[config.mk]
export PLATFORM = sky130hd
export DESIGN_NAME = slpclk_ctrl
export DESIGN_NICKNAME = d
export VERILOG_FILES = /design/src/rtl/slpclk_ctrl.sv
export SDC_FILE = /design/constraint.sdc
export NUM_CORES = 1
export LEC_CHECK = 0
export CORE_MARGIN = 5
export CORE_UTILIZATION = 54
export DETAILED_ROUTE_END_ITERATION = 8
export PLACE_DENSITY = 0.83
export SKIP_LAST_GASP = 1
export SLEW_MARGIN = 20
export SYNTH_ARGS = -nofsm -noshare
export SYNTH_HDL_FRONTEND = slang
export SYNTH_SLANG_ARGS = --single-unit
[constraint.sdc]
create_clock -name clk -period 4.67 [get_ports clk]
set_clock_uncertainty 0.05 [all_clocks]
set_input_delay 0.7005 -clock clk [delete_from_list [all_inputs] [get_ports clk]]
set_output_delay 0.7005 -clock clk [all_outputs]
set_load 0.005 [all_outputs]
[src/rtl/slpclk_ctrl.sv]
module slpclk_ctrl #(
  parameter int DIV_BITS = 3,
  parameter int WAKE_EDGES = 3,
  parameter logic [DIV_BITS-1:0] POR_DIV = 3
) (
  input  logic       clk,
  input  logic       por_req,
  input  logic       wdt_req,
  input  logic       fast_tick,
  input  logic       ext_tick,
  input  logic       slow_tick,
  input  logic       sleep_req,
  input  logic       wake_evt,
  input  logic       wr_en,
  input  logic [1:0] wr_addr,
  input  logic [7:0] wr_data,
  output logic       cpu_clk_en,
  output logic       clkout_en,
  output logic       por_flag,
  output logic       wdt_flag,
  output logic       osc_run
);
  localparam int CNT_W = (1 << DIV_BITS) - 1;
  localparam int REC_W = $clog2(WAKE_EDGES + 1);

  typedef enum logic [1:0] {ST_RUN = 2'd0, ST_SLEEP = 2'd1, ST_RECOV = 2'd2} state_t;

  state_t              state;
  logic                src_ext;
  logic [DIV_BITS-1:0] div_code;
  logic [1:0]          clkout_sel;
  logic [CNT_W-1:0]    cnt;
  logic [REC_W-1:0]    rec_cnt;
  logic                slow_q;

  logic [CNT_W:0]      ratio;
  logic [CNT_W-1:0]    ratio_m1;
  logic                src_tick, div_last, slow_rise, go_sleep;
  logic                cfg_wr, sel_wr, flag_wr;
  logic                nx_src, cfg_change;
  logic [DIV_BITS-1:0] nx_div;

  wire unused_wr_data = ^wr_data[7:DIV_BITS+1];

  assign ratio      = (CNT_W+1)'(1) << div_code;
  assign ratio_m1   = ratio[CNT_W-1:0] - CNT_W'(1);
  assign src_tick   = src_ext ? ext_tick : fast_tick;
  assign div_last   = (cnt == ratio_m1);
  assign slow_rise  = slow_tick && !slow_q;
  assign go_sleep   = (state == ST_RUN) && sleep_req;

  assign cfg_wr     = wr_en && (wr_addr == 2'd0);
  assign sel_wr     = wr_en && (wr_addr == 2'd1);
  assign flag_wr    = wr_en && (wr_addr == 2'd2);

  assign nx_src     = go_sleep ? 1'b0 : (cfg_wr ? wr_data[0] : src_ext);
  assign nx_div     = cfg_wr ? wr_data[DIV_BITS:1] : div_code;
  assign cfg_change = (nx_src != src_ext) || (nx_div != div_code);

  assign osc_run    = (state != ST_SLEEP);
  assign cpu_clk_en = (state == ST_RUN) && src_tick && div_last;

  always_comb begin
    case (clkout_sel)
      2'b00:   clkout_en = fast_tick && osc_run;
      2'b01:   clkout_en = ext_tick;
      2'b10:   clkout_en = slow_tick;
      default: clkout_en = cpu_clk_en;
    endcase
  end

  always_ff @(posedge clk) begin
    slow_q <= slow_tick;
    if (por_req || wdt_req) begin
      state      <= ST_RUN;
      src_ext    <= 1'b0;
      div_code   <= POR_DIV;
      clkout_sel <= 2'b00;
      cnt        <= '0;
      rec_cnt    <= '0;
      por_flag   <= por_req;
      wdt_flag   <= !por_req;
    end else begin
      src_ext  <= nx_src;
      div_code <= nx_div;
      if (sel_wr) clkout_sel <= wr_data[1:0];
      if (flag_wr) begin
        por_flag <= por_flag && !wr_data[0];
        wdt_flag <= wdt_flag && !wr_data[1];
      end

      if (cfg_change || go_sleep)
        cnt <= '0;
      else if (state == ST_RUN && src_tick)
        cnt <= div_last ? '0 : cnt + CNT_W'(1);

      case (state)
        ST_RUN:   if (sleep_req) state <= ST_SLEEP;
        ST_SLEEP: if (wake_evt) begin
          state   <= ST_RECOV;
          rec_cnt <= '0;
        end
        ST_RECOV: if (slow_rise) begin
          if (rec_cnt == REC_W'(WAKE_EDGES - 1)) begin
            state   <= ST_RUN;
            rec_cnt <= '0;
          end else begin
            rec_cnt <= rec_cnt + REC_W'(1);
          end
        end
        default:  state <= ST_RUN;
      endcase
    end
  end
endmodule

==> results.json, run 1 <==
{
  "vias_per_cell": 5.57,
  "startpoint_type": "flip-flop",
  "core.rowCount": 17,
  "crit_fanout": 14,
  "drv_slew": 0,
  "internal-power_mw": 0.268,
  "fin_crit_ns": 4.24,
  "use_met1": 0.183,
  "async_flop_share": 0,
  "yosysUniqueCellTypes": 42,
  "grt_start_max_net_pins": 15,
  "multiInputGateArea_um2": 717,
  "cts_buffers": 3,
  "vdd_ir_drop_max_mv": 0.146,
  "netlist_top_cells_count": "18 x dfxtp_1, 17 x nor2_1, 9 x mux2i_1, 8 x nand2_1, 8 x nor3_1",
  "status": "finished, final reports clean",
  "dieArea_um2": 3220,
  "min_path_type": "flip-flop to flip-flop",
  "power_frac_seq": 0.523,
  "p_clk_frac": 0.351,
  "area_growth_pct": 20.7,
  "synth_seq_cells": 20,
  "coreArea_um2": 2150,
  "layout-drive-gt1-share": 0.0979,
  "clockRootBuffer": "clkbuf_4",
  "ys.flop_type": "dfxtp_1",
  "n_fill_cell": 175,
  "clock.fmax_ghz": 0.236,
  "synth_fp_nets": 145,
  "initial_utilization": 0.550,
  "total_power_mw": 0.347,
  "cts_resized": 0,
  "synth_area_leaders": "dfxtp_1 31%, mux2i_1 7.6%, nor2_1 5.4%",
  "clock_latency_ns": 0.31,
  "path_cells": "or3_2, ha_1, or4bb_1, nand3_1, xor2_2, nor3_4, buf_4, mux4_2, clkdlybuf4s50_1",
  "switching_share": 0.227,
  "synthCells": 124,
  "postCtsSetupBuffers": 0,
  "firstDrtPassIters": 4,
  "pwr_density_cell_nw_per_um2": 243,
  "drc": 0,
  "setup_tns_ns": 0,
  "rsz0062_at_grt": "no",
  "p_leak_nw": 0.525,
  "portBuffers": 19,
  "top_usage_layer": "met2",
  "io_pins": 24,
  "fin_nets": 165,
  "first_global_vias": 965,
  "final_cell_area_um2": 1430,
  "finalHoldViolations": 0,
  "regArea_um2": 420,
  "p_comb_frac": 0.126,
  "grt_pass1_wl_um": 4040,
  "vias": 952,
  "die_h_um": 56.8,
  "hpwl_um": 1820,
  "use_met2": 0.289,
  "syn_area_um2": 1180,
  "place_congestion": 0.834,
  "crit_required_ns": 3.92,
  "htreeDepth": 1,
  "grt_usage": 0.158,
  "drt_iter0_drc": 11,
  "die_w_um": 56.8,
  "critical_path_class": "flip-flop to primary output",
  "avgSynthCellArea_um2": 9.53,
  "dpl.cell_count": 167,
  "crit_arrival_ns": 3.49,
  "seq_area_frac_synth": 0.356,
  "grtUsageMet3": 0.0207,
  "drt-total-wl_um": 2350,
  "crit_path_top_delay_cell": "or3_2",
  "fin_crit_sh": 0.908,
  "placed_area_um2": 1380,
  "yosys.area.top_type_share": 0.305,
  "maxCapViolCount": 0,
  "clock_path_buffers": 2,
  "antenna_cells": 0,
  "slew_headroom": 0.408,
  "power.switching_mw": 0.0788,
  "cts_sinks": 20,
  "ant_nets": 0,
  "yosysTopAreaCell": "dfxtp_1",
  "path_delay_family": "simple AND/OR/NAND/NOR gates",
  "gr-total-overflow": 0,
  "final_cells": 171,
  "cts_tree": "done",
  "endpoint_kind": "primary output",
  "cp.buffers_inverters": 2,
  "post_drt_wl_per_cell_um": 13.7,
  "synth-warning-count": 0,
  "cp_slowest_stage_delay_ns": 0.52,
  "setup_viol": 0,
  "antenna_found_initial": 0,
  "hold_buffers": 0,
  "yosysMostFrequentCell": "dfxtp_1",
  "cts.clk_slew.worst_paths_ns": 0.11,
  "synth-edff-count": 2,
  "worst_slew_pin_slew_ns": 0.886
}
-- sequential cells by signal, summed over array words and instances, names as in the netlist --
| register | flops |
|---|---|
| cnt | 7 |
| div_code | 3 |
| clkout_sel | 2 |
| rec_cnt | 2 |
| state | 2 |
| por_flag | 1 |
| slow_q | 1 |
| src_ext | 1 |
| wdt_flag | 1 |
-- cell families (layout without fill, tap and decap cells) --
kind of cell,count (synthesis),in the layout,share of synthesized area
compound gates,12,12,0.0752
flops,20,20,0.356
buf+inv,7,26,0.0371
simple gates,58,58,0.291
fa+ha+maj,2,2,0.0212
xor+xnor,15,15,0.124
mux,10,10,0.0953
-- layer usage --
layer,up-vias,share of wire
met5,-,0
met4,0,0.013
met3,3,0.013
met2,10,0.51
met1,450,0.47
li1,489,-
-- worst reg2reg max path: stages (launching register included) --
cell     delay, ns
dfxtp_1       0.44
or3_2         0.52
ha_1          0.27
or4bb_1       0.48
nand3_1       0.14
xor2_2        0.20
nor3_4        0.04
buf_4         0.18
nor3_1        0.20
-- power groups by stage --
stage                     clock [mW]  combinational [mW]  sequential, mW
after detailed placement           0              0.0438           0.185
after CTS                      0.123              0.0441           0.181
final                          0.122              0.0438           0.181
after global routing           0.132              0.0476           0.182
after global placement             0              0.0426           0.185
after floorplan                    0              0.0214           0.184
-- stage by stage --
stage,hold WS (ns),setup WS [ns],util
4_1_cts,0.488,0.404,0.663
5_1_grt,0.545,0.289,0.663
3_5_place_dp,0.461,0.758,0.641
3_3_place_gp,0.438,0.809,0.641
2_1_floorplan,0.422,1.39,-
6_report,0.477,0.431,0.663
-- path summary, 6_finish.rpt --
check / depth (start not counted) / slack, ns / from / end
worst max-delay path: 9 / 0.43 / div_code[2] / clkout_en
worst min-delay path: 2 / 0.48 / clkout_sel[0] / clkout_sel[0]
worst max register to register: 8 / 2.10 / div_code[2] / cnt[3]
worst min register to register: 2 / 0.48 / clkout_sel[0] / clkout_sel[0]
-- area by class of cell --
type,count,area share
Clock buffer,4,0.0334
Inverter,2,0.00527
Multi-Input combinational cell,97,0.503
Sequential cell,20,0.295
Tap cell,28,0.0246
Timing Repair Buffer,20,0.139
-- cells in the final DEF (no fill, tap or decap), types with 2 or more instances in the layout --
| cell | netlist | routed |
|---|---|---|
| clkdlybuf4s50_1 | 0 | 19 |
| dfxtp_1 | 18 | 18 |
| nor2_1 | 17 | 17 |
| mux2i_1 | 9 | 9 |
| nand2_1 | 8 | 8 |
| nor3_1 | 8 | 8 |
| xor2_1 | 7 | 7 |
| xnor2_1 | 6 | 6 |
| nand4_1 | 5 | 5 |
| a21oi_1 | 3 | 3 |
| clkbuf_4 | 0 | 3 |
| or4bb_1 | 2 | 2 |
| nor3_4 | 2 | 2 |
| xor2_2 | 2 | 2 |
| nand3_1 | 2 | 2 |
| inv_1 | 2 | 2 |
| nand3b_1 | 2 | 2 |
| nor4bb_1 | 2 | 2 |
| ha_1 | 2 | 2 |
| edfxtp_1 | 2 | 2 |
(Power assumes the default switching activity.)
==> run 2: changes to the inputs <==
--- a/config.mk
+++ b/config.mk
@@ -7,6 +7,7 @@
 export LEC_CHECK = 0
 export CORE_MARGIN = 5
 export CORE_UTILIZATION = 54
+export CTS_CLUSTER_DIAMETER = 40
 export DETAILED_ROUTE_END_ITERATION = 8
 export PLACE_DENSITY = 0.83
 export SKIP_LAST_GASP = 1
==> results of run 2 <==
Same layout as run 1: the final DEF is identical, and so are final timing and power.
==> run 3: changes to the inputs <==
--- a/config.mk
+++ b/config.mk
@@ -8,6 +8,7 @@
 export CORE_MARGIN = 5
 export CORE_UTILIZATION = 54
 export CTS_CLUSTER_DIAMETER = 40
+export CTS_CLUSTER_SIZE = 8
 export DETAILED_ROUTE_END_ITERATION = 8
 export PLACE_DENSITY = 0.83
 export SKIP_LAST_GASP = 1
==> results of run 3 <==
Same layout as run 1: the final DEF is identical, and so are final timing and power.
